$ cat src/rtl/ptt_pkg.sv
package ptt_pkg;
    typedef enum logic [1:0] {
        TMR_STOP  = 2'd0,
        TMR_COUNT = 2'd1,
        TMR_HOLD  = 2'd2
    } tmr_state_e;
endpackage

$ cat src/rtl/ptt_base_timer.sv
module ptt_base_timer
    import ptt_pkg::*;
#(
    parameter int TW = 16
) (
    input  logic          clk,
    input  logic          rst_n,
    input  logic          count_en,
    input  logic          reset_mode,
    input  logic [TW-1:0] cmp0,
    output logic [TW-1:0] timer,
    output tmr_state_e    state,
    output logic          sample_ok
);
    tmr_state_e state_nx;
    logic       hit0;

    assign hit0 = (timer == cmp0);

    always_comb begin
        state_nx = state;
        unique case (state)
            TMR_STOP:  state_nx = count_en ? TMR_COUNT : TMR_STOP;
            TMR_COUNT: begin
                if (!count_en)               state_nx = TMR_STOP;
                else if (reset_mode && hit0) state_nx = TMR_HOLD;
                else                         state_nx = TMR_COUNT;
            end
            TMR_HOLD:  state_nx = count_en ? TMR_COUNT : TMR_HOLD;
            default:   state_nx = TMR_STOP;
        endcase
    end

    // state register
    always_ff @(posedge clk or negedge rst_n) begin
        if (!rst_n) state <= TMR_STOP;
        else        state <= state_nx;
    end

    // timer register
    always_ff @(posedge clk or negedge rst_n) begin
        if (!rst_n) begin
            timer <= '0;
        end else if (count_en) begin
            if (state == TMR_HOLD)
                timer <= '0;
            else if (state == TMR_COUNT && state_nx == TMR_COUNT)
                timer <= timer + 1'b1;
        end
    end

    // outputs
    always_comb begin
        sample_ok = (state == TMR_COUNT) && count_en;
    end
endmodule

$ cat src/rtl/ptt_channel.sv
module ptt_channel #(
    parameter int TW = 16
) (
    input  logic          clk,
    input  logic          rst_n,
    input  logic          en,
    input  logic          init_lvl,
    input  logic          inv,
    input  logic [TW-1:0] cmp,
    input  logic [TW-1:0] timer,
    input  logic          sample_ok,
    input  logic          irq_clr,
    output logic          wave,
    output logic          irq
);
    logic en_q;
    logic lvl;
    logic hit;

    assign hit = sample_ok && en && (timer == cmp);

    always_ff @(posedge clk or negedge rst_n) begin
        if (!rst_n) begin
            en_q <= 1'b0;
            lvl  <= 1'b0;
            irq  <= 1'b0;
        end else begin
            en_q <= en;
            if (en && !en_q) lvl <= init_lvl;
            else if (hit)    lvl <= ~lvl;
            if (hit)          irq <= 1'b1;
            else if (irq_clr) irq <= 1'b0;
        end
    end

    assign wave = lvl ^ inv;
endmodule

$ cat src/rtl/phase_toggle_timer.sv
module phase_toggle_timer
    import ptt_pkg::*;
#(
    parameter int NCH = 8,
    parameter int TW  = 16
) (
    input  logic              clk,
    input  logic              rst_n,
    input  logic              count_en,
    input  logic              reset_mode,
    input  logic [NCH-1:0]    ch_en,
    input  logic [NCH-1:0]    ch_init,
    input  logic [NCH-1:0]    ch_inv,
    input  logic [NCH*TW-1:0] cmp_vals,
    input  logic [NCH-1:0]    irq_clr,
    output logic [NCH-1:0]    wave_out,
    output logic [NCH-1:0]    irq_flag
);
    logic [TW-1:0] timer;
    tmr_state_e    tstate;
    logic          sample_ok;

    ptt_base_timer #(.TW(TW)) u_tmr (
        .clk        (clk),
        .rst_n      (rst_n),
        .count_en   (count_en),
        .reset_mode (reset_mode),
        .cmp0       (cmp_vals[TW-1:0]),
        .timer      (timer),
        .state      (tstate),
        .sample_ok  (sample_ok)
    );

    for (genvar j = 0; j < NCH; j++) begin : g_ch
        ptt_channel #(.TW(TW)) u_ch (
            .clk       (clk),
            .rst_n     (rst_n),
            .en        (ch_en[j]),
            .init_lvl  (ch_init[j]),
            .inv       (ch_inv[j]),
            .cmp       (cmp_vals[j*TW +: TW]),
            .timer     (timer),
            .sample_ok (sample_ok),
            .irq_clr   (irq_clr[j]),
            .wave      (wave_out[j]),
            .irq       (irq_flag[j])
        );
    end
endmodule

$ cat config.mk
export PLATFORM = sky130hd
export DESIGN_NAME = phase_toggle_timer
export DESIGN_NICKNAME = d
export VERILOG_FILES = /design/src/rtl/ptt_pkg.sv /design/src/rtl/ptt_base_timer.sv /design/src/rtl/ptt_channel.sv /design/src/rtl/phase_toggle_timer.sv
export SDC_FILE = /design/constraint.sdc
export NUM_CORES = 1
export LEC_CHECK = 0
export BUFFER_PORTS_ARGS = -buffer_cell sky130_fd_sc_hd__buf_4
export CAP_MARGIN = 20
export CELL_PAD_IN_SITES_DETAIL_PLACEMENT = 1
export CELL_PAD_IN_SITES_GLOBAL_PLACEMENT = 2
export CORE_MARGIN = 10
export CORE_UTILIZATION = 28
export CTS_CLUSTER_SIZE = 40
export DETAILED_ROUTE_END_ITERATION = 7
export GPL_TIMING_DRIVEN = 0
export PLACE_DENSITY_LB_ADDON = 0.3
export SLEW_MARGIN = 20
export SYNTH_ARGS = -nofsm -noshare
export SYNTH_HDL_FRONTEND = slang
export SYNTH_HIERARCHICAL = 1
export SYNTH_SLANG_ARGS = --single-unit
$ cat constraint.sdc
create_clock -name clk -period 4 [get_ports clk]
set_input_delay 0.8 -clock clk [delete_from_list [all_inputs] [get_ports clk]]
set_output_delay 0.8 -clock clk [all_outputs]
set_load 0.1 [all_outputs]
==> summary.md, run 1 <==
| Metric | Value |
|---|---|
| Critical Path Start Type | flop |
| CP Cell Sequence | xnor2_1 -> nand4_1 -> nor4_1 -> and3_4 -> buf_6 -> buf_8 -> o21ai_1 -> a21oi_1 |
| WS Path Type | reg -> reg |
| Worst Skew | 0.00497 ns |
| Fmax | 398 MHz |
| DR top layer | met4 |
| Setup TNS | 0 ns |
| Layout area overhead | 47.1% |
| Worst EP arrival | 2.71 ns |
| Die area | 0.0184 sq mm |
| Max_cap viols | 0 |
| Met2 Wirelength | 7950 microns |
| Vias in the first global route | 4300 |
| Post-synth ARST share | 1.00 |
| IO Port Bufs | 179 |
| Commonest cells after routing, fill and taps aside | buf_4, xnor2_1, dfrtp_1 |
| Routed WL | 16400 microns |
| M1 WL | 7160 microns |
| Antenna Cells | 0 |
| Met3 WL | 1130 microns |
| Flop and latch count out of synthesis | 42 |
| Commonest non-fill, non-tap cell in the layout | buf_4 |
| Synth Cell Area | 0.00374 sq mm |
| Grt ovf | 0 |
| Via density | 4.90 |
| Dpl ws | 1.50 ns |
| Final ANT Viol Nets | 0 |
| Total global-route track usage | 0.175 |
| Share of layout cells above drive strength 1 | 0.349 |
| Clock buffer depth | 2 |
| Endpoints failing setup | 0 |
| Slowest cell delay on critical path | 0.92 ns |
| Routability cong. | 0.796 |
| # nets final | 778 |
| Largest net degree at the start of global routing | 43 |
| Max-slew violation count | 0 |
| Antenna violations before repair | 0 |
| Post-Syn Nets | 592 |
| Reg clk slew, reported paths | 0.07 ns |
| Total power | 1.94 mW |
| # fillers | 1587 |
| Seq/Total Area, Yosys | 0.281 |
| CP required | 4.20 ns |
| R2R Path Start | u_tmr/timer[6] |
| CTS Buf Count | 5 |
| Clock Latency Late Sink | 0.29 ns |
| TritonCTS clock tree | built |
| Worst Path Max Fanout | 14 |
| Routed len/inst | 20.8 microns |
| RSZ-0062 raised after global routing | no |
| Hold WC Path Type | in -> async |
| Num rows | 42 |
| Post-CTS Hold Buffers | 0 |
| P_leak | 2.21 nW |
| Syn Inst Count | 427 |
| Placed instance count | 782 |
| EDFF count, synth | 0 |
| Power per cell area | 353 mW/mm^2 |
| Drt pass-1 iters | 4 |
| CP endpoint kind | flop |
| Initial Util | 0.285 |
| Slew HR | 0.407 |
| DRC violations left | 0 |
| Root Driver | clkbuf_16 |
| Synth warn | 6 |
| Htree depth | 2 |
| # clock sinks | 42 |
| Worst vdd ir | 221 uV |
| Dpl hpwl | 13000 microns |
| Setup ws final | 1.49 ns |
| DR vias | 3874 |
| First-pass GRT wire length | 24900 microns |
| Period utilization | 0.628 |
| Worst Tran Pin Value | 0.889 ns |
| Final std cells w/o fill | 790 |
| Crit path from | u_tmr/timer[6] |
| Cell area after layout | 0.00550 sq mm |
| Synth unique cells | 38 |
| Die Ht | 136 microns |
| DRT iter0 DRCs | 123 |
| Top FF cell, synth | dfrtp_1 |
| Post-CTS Resized | 0 |
| Core area | 0.0131 sq mm |
| Slowest stage cell on the critical path | dfrtp_1 |
| Postcts setup bufs | 0 |
| Post-Syn Area per Cell | 8.76 sq um |
| Placed Area | 0.00530 sq mm |
| Tmin final | 2.51 ns |
| Status | complete, no violations |
| Overall die width | 136 microns |
| Final Hold Viols | 0 |
| IO Pins | 180 |
-- layer usage --
metal / track usage / up-vias
met4: 0.0371 / 0
met2: 0.303 / 128
li1: - / 1859
met3: 0.0438 / 12
met1: 0.214 / 1875
met5: 0 / -
-- kinds of logic after synthesis --
family                   Yosys count  synth area share
buffers and inverters             33            0.0438
multiplexers                       2           0.00535
flip-flops                        42             0.281
AND/OR/NAND/NOR                  143             0.216
adder cells (fa/ha/maj)            1           0.00335
XOR/XNOR                         152             0.356
AO/OA/AOI/OAI                     54            0.0940
-- registers in the layout, summed over array words and instances (netlist names) --
name	cells
g_ch.u_ch/en_q	8
g_ch.u_ch/lvl	8
g_ch.u_ch/irq	8
u_tmr/state	2
u_tmr/timer	16
-- where the power goes --
group | total [mW] | internal, mW | switching (mW) | leakage (nW)
Clock | 0.557 | 0.375 | 0.182 | 0.0971
Sequential | 0.662 | 0.461 | 0.200 | 0.533
Combinational | 0.726 | 0.380 | 0.347 | 1.58
-- critical path: cells and delay by family, from the launching register on --
| kind | cells | cell delay (ns) |
|---|---|---|
| DFF | 1 | 0.92 |
| xor gates and xnor gates | 1 | 0.20 |
| AOI/OAI and AO/OA | 2 | 0.26 |
| buffers and inverters | 2 | 0.30 |
| and+or+nand+nor | 3 | 0.75 |
-- path summary, 6_finish.rpt --
path                                          end  slack [ns]  cells past startpoint
worst min register to register   g_ch[6].u_ch/irq        0.53                      2
max in group asynchronous          u_tmr/timer[6]        3.07                      1
worst max register to register     u_tmr/timer[2]        1.49                      8
min in group clk                 g_ch[6].u_ch/irq        0.53                      2
worst max-delay path               u_tmr/timer[2]        1.49                      8
worst min-delay path            g_ch[2].u_ch/en_q        0.51                      1
-- cell type report --
cell class | count | area [sq um] | area share
clock buffers | 6 | 139 | 0.0252
flip-flops and latches | 42 | 1050 | 0.191
inverters | 26 | 98.8 | 0.0180
clock inverters | 2 | 60.1 | 0.0109
plain buffers | 7 | 65.1 | 0.0118
well taps | 176 | 220 | 0.0400
multi-input cells | 352 | 2520 | 0.459
repair buffers | 179 | 1340 | 0.244
-- through the flow --
step | hold slack (ns) | utilization
after floorplan | 0.504 | -
after global placement | 0.512 | 0.404
after detailed placement | 0.527 | 0.404
after CTS | 0.537 | 0.419
after global routing | 0.555 | 0.419
final | 0.509 | 0.419
-- synthesized netlist by cell type (8+ instances only) --
library cell / instances / area share
a31oi_1: 8 / 0.013
a31o_2: 8 / 0.019
nand2_1: 28 / 0.028
nand3_1: 14 / 0.019
nand4_1: 41 / 0.069
nor2_1: 20 / 0.020
or3_1: 9 / 0.015
xor2_1: 16 / 0.037
inv_1: 25 / 0.025
nor3_2: 8 / 0.021
dfrtp_1: 42 / 0.28
a21oi_1: 11 / 0.015
o21ai_1: 9 / 0.012
o22ai_1: 8 / 0.013
nand2b_1: 9 / 0.015
xnor2_1: 136 / 0.32
Power figures use the tool's default switching activity.
==> run 2, diff against run 1 <==
--- a/config.mk
+++ b/config.mk
@@ -10,7 +10,7 @@
 export CELL_PAD_IN_SITES_DETAIL_PLACEMENT = 1
 export CELL_PAD_IN_SITES_GLOBAL_PLACEMENT = 2
 export CORE_MARGIN = 10
-export CORE_UTILIZATION = 28
+export CORE_UTILIZATION = 23
 export CTS_CLUSTER_SIZE = 40
 export DETAILED_ROUTE_END_ITERATION = 7
 export GPL_TIMING_DRIVEN = 0
==> constraint.sdc (replaced) <==
create_clock -name clk -period 2.2 [get_ports clk]
set_input_delay 0.44 -clock clk [delete_from_list [all_inputs] [get_ports clk]]
set_output_delay 0.44 -clock clk [all_outputs]
set_load 0.1 [all_outputs]
==> summary.md, run 2 (synthesis results as in run 1) <==
| Metric | Value |
|---|---|
| Num rows | 46 (+9.5%) |
| Routed WL | 17900 microns (+8.9%) |
| Commonest cells after routing, fill and taps aside | buf_4, xnor2_1, nand4_1 |
| Drt pass-1 iters | 4 (unchanged) |
| Commonest non-fill, non-tap cell in the layout | buf_4 |
| Setup ws final | 0.0913 ns (-1.40 ns) |
| Worst Tran Pin Value | 0.618 ns (-0.271 ns) |
| # clock sinks | 42 (unchanged) |
| Total global-route track usage | 0.156 (-0.0190) |
| Multi-input combinational cell area | 0.00260 sq mm (+2.9%) |
| Clock Latency Late Sink | 0.29 ns (about the same) |
| IO Pins | 180 (unchanged) |
| Htree depth | 2 (unchanged) |
| Total power | 3.47 mW (+79%) |
| CP dominant cell by count | and3_1 |
| Largest net degree at the start of global routing | 43 (unchanged) |
| Worst vdd ir | 305 uV (+38%) |
| Routed len/inst | 20.9 microns (+0.73%) |
| Root Driver | clkbuf_16 |
| WS Path Type | reg -> reg |
| Max-slew violation count | 0 (unchanged) |
| Final ANT Viol Nets | 0 (unchanged) |
| Reg clk slew, reported paths | 0.07 ns (about the same) |
| Max FFs per register | 16 (unchanged) |
| Initial Util | 0.235 (-0.0492) |
| CTS Buf Count | 5 (unchanged) |
| # nets final | 802 (+3.1%) |
| P_leak | 2.31 nW (+4.2%) |
| Vias in the first global route | 4172 (-3.0%) |
| Slew HR | 0.588 (+0.181) |
| Clock buffer depth | 2 (unchanged) |
| Cell family with most CP delay | simple AND/OR/NAND/NOR gates |
| CP endpoint kind | flop |
| Final Hold Viols | 0 (unchanged) |
| Die Ht | 148 microns (+8.8%) |
| TritonCTS clock tree | built |
| Status | complete, no violations |
| Antenna Cells | 0 (unchanged) |
| Die area | 0.0218 sq mm (+18%) |
| Dpl ws | -0.336 ns (-1.83 ns) |
| First-pass GRT wire length | 26100 microns (+4.9%) |
| Core area | 0.0159 sq mm (+21%) |
| Period utilization | 0.959 (+0.330) |
| Critical Path Start Type | flop |
| CP required | 2.40 ns (-1.80 ns) |
| Via density | 4.59 (-6.3%) |
| Dpl hpwl | 13800 microns (+6.4%) |
| Tmin final | 2.11 ns (-0.403 ns) |
| Power per cell area | 599 mW/mm^2 (+69%) |
| Worst Skew | 0.00496 ns (-0.0000105 ns) |
| Worst Path Max Fanout | 14 (unchanged) |
| # fillers | 1913 (+21%) |
| Fmax | 474 MHz (+19%) |
| Layout area overhead | 55.1% |
| Cell area after layout | 0.00580 sq mm (+5.4%) |
| Largest reg by FF count | u_tmr/timer |
| Endpoints failing setup | 0 (unchanged) |
| Antenna violations before repair | 0 (unchanged) |
| Slowest cell delay on critical path | 0.67 ns (-0.25 ns) |
| Final hold slack | 0.152 ns (-0.356 ns) |
| Worst EP arrival | 2.31 ns (-0.40 ns) |
| Overall die width | 148 microns (+8.8%) |
| Post-CTS Hold Buffers | 0 (unchanged) |
| Register area | 0.00109 sq mm (+4.0%) |
| Max_cap viols | 0 (unchanged) |
| Placed Area | 0.00541 sq mm (+2.1%) |
| Grt ovf | 0 (unchanged) |
| DRC violations left | 0 (unchanged) |
| Slowest stage cell on the critical path | dfrtp_2 |
| DRT iter0 DRCs | 110 (-11%) |
| DR vias | 3924 (+1.3%) |
| Buf/Inv on CP | 1 (-1) |
| Hold WC Path Type | in -> async |
| Share of layout cells above drive strength 1 | 0.414 (+0.0653) |
| IO Port Bufs | 179 (unchanged) |
| Routability cong. | 0.817 (+2.7%) |
| Layout Utilization | 0.365 (-0.0536) |
| CP Cell Sequence | and3_1 -> and3_1 -> buf_4 -> nand3_1 -> or4_1 -> a21oi_1 |
run 2: changes by cell type in the layout (fill, tap and decap cells not counted), moves of 7 or more:
cell,before,now
buf_4,180,204
xor2_1,16,8
dfrtp_4,0,9
xor2_2,0,8
dfrtp_2,0,7
dfrtp_1,42,26
run 2: repair_timing:
item	CTS	global route
resized for setup	16	11
buffers inserted	0	24
setup endpoints to repair	18	18
gates cloned	0	0
run 2: power breakdown:
group / switching, mW / internal [mW]
Clock: 0.332 / 0.450
Combinational: 0.810 / 0.794
Sequential: 0.219 / 0.868
Total: 1.36 / 2.11
run 2: path summary, 6_finish.rpt:
check                                  start  cells after the start  slack, ns                 to
max                           u_tmr/timer[2]                      6       0.09    u_tmr/timer[15]
max in group asynchronous              rst_n                      1       1.56     u_tmr/timer[0]
min reg2reg                g_ch[2].u_ch/en_q                      2       0.53   g_ch[2].u_ch/lvl
min in group clk                    ch_en[4]                      1       0.27  g_ch[4].u_ch/en_q
max reg2reg                   u_tmr/timer[2]                      6       0.09    u_tmr/timer[15]
min                                    rst_n                      1       0.15  g_ch[4].u_ch/en_q
run 2: final cells by class:
type	count	area share
Clock inverter	2	0.00216
Sequential cell	42	0.188
Buffer	7	0.0112
Multi-Input combinational cell	352	0.448
Inverter	26	0.0170
Tap cell	216	0.0466
Timing Repair Buffer	203	0.263
Clock buffer	6	0.0239
run 2: per-stage QoR:
| step | TNS, ns | cells |
|---|---|---|
| floorplan | 0 | 427 |
| global placement | -4.72 | 822 |
| detailed placement | -5.38 | 822 |
| CTS | 0 | 830 |
| global route | -0.150 | 854 |
| finish | 0 | 854 |
run 2: routing by layer:
metal	vias to the layer above	track usage	wire length [microns]
met5	-	0	0
met1	1899	0.194	7850
met2	125	0.265	8770
met4	0	0.0337	242
met3	12	0.0424	1020
li1	1888	-	-
==> run 3, diff against run 2 <==
--- a/config.mk
+++ b/config.mk
@@ -5,14 +5,14 @@
 export SDC_FILE = /design/constraint.sdc
 export NUM_CORES = 1
 export LEC_CHECK = 0
-export BUFFER_PORTS_ARGS = -buffer_cell sky130_fd_sc_hd__buf_4
 export CAP_MARGIN = 20
 export CELL_PAD_IN_SITES_DETAIL_PLACEMENT = 1
 export CELL_PAD_IN_SITES_GLOBAL_PLACEMENT = 2
 export CORE_MARGIN = 10
-export CORE_UTILIZATION = 23
+export CORE_UTILIZATION = 32
 export CTS_CLUSTER_SIZE = 40
 export DETAILED_ROUTE_END_ITERATION = 7
+export DONT_BUFFER_PORTS = 1
 export GPL_TIMING_DRIVEN = 0
 export PLACE_DENSITY_LB_ADDON = 0.3
 export SLEW_MARGIN = 20
==> summary.md, run 3 (synthesis results as in run 1) <==
| Metric | Value |
|---|---|
| Status | finished with violations |
| Failing checks | hold timing |
| Reg clk slew, reported paths | 0.07 ns (about the same) |
| Total power | 3.19 mW (-8.3%) |
| TritonCTS clock tree | built |
| Core area | 0.0114 sq mm (-28%) |
| Layout area overhead | 20.3% |
| Clock Latency Late Sink | 0.29 ns (about the same) |
| Grt ovf | 0 (unchanged) |
| Antenna Cells | 0 (unchanged) |
| CP endpoint kind | flop |
| Largest reg by FF count | u_tmr/timer |
| Routed WL | 15000 microns (-16%) |
| Drt pass-1 iters | 4 (unchanged) |
| Clock buffer depth | 2 (unchanged) |
| Die Ht | 128 microns (-13%) |
| Worst Skew | 0.00740 ns (+0.00244 ns) |
| GR peak layer | met2 |
| # fillers | 1352 (-29%) |
| Met1 GRT Util | 0.199 (+0.00511) |
| Vias in the first global route | 3577 (-14%) |
| Setup TNS | 0 ns (unchanged) |
| Commonest non-fill, non-tap cell in the layout | xnor2_1 |
| Routed len/inst | 24.6 microns (+17%) |
| Hold WC Path Type | in -> async |
| DRT iter0 DRCs | 137 (+25%) |
| Slew HR | 0.215 (-0.373) |
| Fmax | 479 MHz (+1.1%) |
| # clock sinks | 42 (unchanged) |
| Endpoints failing setup | 0 (unchanged) |
| Largest net degree at the start of global routing | 43 (unchanged) |
| Dpl ws | -0.385 ns (-0.0493 ns) |
| Initial Util | 0.328 (+0.0921) |
| Period utilization | 0.948 (-0.0100) |
| RSZ-0062 raised after global routing | no |
| Final Hold Viols | 5 (+5) |
| Met2 Use GR | 0.312 (+0.0470) |
| Final ANT Viol Nets | 0 (unchanged) |
| IO Pins | 180 (unchanged) |
| WS Path Type | reg -> reg |
| Setup ws final | 0.113 ns (+0.0221 ns) |
| Total global-route track usage | 0.175 (+0.0182) |
| Power per cell area | 708 mW/mm^2 (+18%) |
| Critical Path Start Type | flop |
| Crit path from | u_tmr/timer[9] |
| DRC violations left | 0 (unchanged) |
| Placed Area | 0.00403 sq mm (-26%) |
| Met3 usage | 0.0529 (+0.0105) |
| DR vias | 3325 (-15%) |
| Max-slew violation count | 0 (unchanged) |
| First-pass GRT wire length | 21900 microns (-16%) |
| CP required | 2.38 ns (-0.02 ns) |
| # nets final | 631 (-21%) |
| Layout Utilization | 0.394 (+0.0289) |
| CTS Buf Count | 5 (unchanged) |
| IO Port Bufs | 0 (-100%) |
| Routability cong. | 0.806 (-1.4%) |
| Num rows | 39 (-15%) |
| Via density | 5.45 (+19%) |
| Share of layout cells above drive strength 1 | 0.199 (-0.215) |
| Worst EP arrival | 2.27 ns (-0.04 ns) |
| P_leak | 1.51 nW (-35%) |
| Htree depth | 2 (unchanged) |
| R2R Path Start | u_tmr/timer[9] |
| Root Driver | clkbuf_16 |
| Overall die width | 128 microns (-13%) |
| Commonest cells after routing, fill and taps aside | xnor2_1, nand4_1, buf_4 |
| Antenna violations before repair | 0 (unchanged) |
| Cell area after layout | 0.00450 sq mm (-22%) |
| Tmin final | 2.09 ns (-0.0221 ns) |
| Final hold slack | -0.00620 ns (-0.159 ns) |
| Dpl hpwl | 11500 microns (-17%) |
| Worst vdd ir | 302 uV (-0.81%) |
| Max_cap viols | 0 (unchanged) |
| Worst Path Max Fanout | 10 (-4) |
| Worst Tran Pin Value | 1.18 ns (+0.559 ns) |
| Max FFs per register | 16 (unchanged) |
| Die area | 0.0164 sq mm (-25%) |
==> run 3: cell count changes in the layout (fill, tap and decap cells not counted), sizes merged <==
cell      before  now
buf          209   38
clkbuf         7    8
clkinvlp       1    0
==> run 3: repair_timing <==
action                     4_1_cts  5_1_grt
hold buffers                     1        0
setup buffers                    2       28
setup endpoints to repair       18       17
gates resized for setup         22        9
hold endpoints to repair        42        0
==> run 3: area by class of cell <==
cell class                 count  area [sq um]  share of cell area
multi-input combinational    352          2630               0.584
clock buffer                   7           143              0.0317
inverter                      26          98.8              0.0220
buffer                         7          65.1              0.0145
sequential                    42          1100               0.245
clock inverter                 1          5.00             0.00111
timing repair buffer          32           280              0.0623
tap                          143           179              0.0398
==> run 3: worst paths after layout <==
kind                       slack [ns]                 to  depth (start not counted)
setup / recovery                 0.11     u_tmr/state[0]                          8
max in group asynchronous        1.96     u_tmr/timer[6]                          1
hold reg to reg                  0.53   g_ch[1].u_ch/lvl                          2
min in group clk                 0.18  g_ch[0].u_ch/en_q                          0
setup reg to reg                 0.11     u_tmr/state[0]                          8
hold / removal                 -0.006  g_ch[7].u_ch/en_q                          1
==> run 3: routing by layer <==
metal,vias up,share of wire
met1,1638,0.41
met2,121,0.51
met4,0,0.011
met3,14,0.072
li1,1552,-
met5,-,0
==> run 3: stage by stage <==
step           hold WS [ns]  std cells
3_5_place_dp          0.146        571
2_1_floorplan         0.144        427
6_report           -0.00620        610
4_1_cts             0.00266        582
5_1_grt            0.000994        610
3_3_place_gp          0.146        570
==> run 3: report_power, final <==
part           switching [mW]  internal, mW
clock network           0.317         0.451
registers               0.221         0.868
logic                   0.716         0.612
total                    1.25          1.93
==> run 3: worst max-delay path: stages, from the launching register on <==
cell     delay [ns]
dfrtp_4        0.55
xnor2_2        0.19
nand4_1        0.15
nor4_2         0.30
and3_4         0.26
buf_6          0.15
buf_8          0.15
o21ai_1        0.06
and2_1         0.15
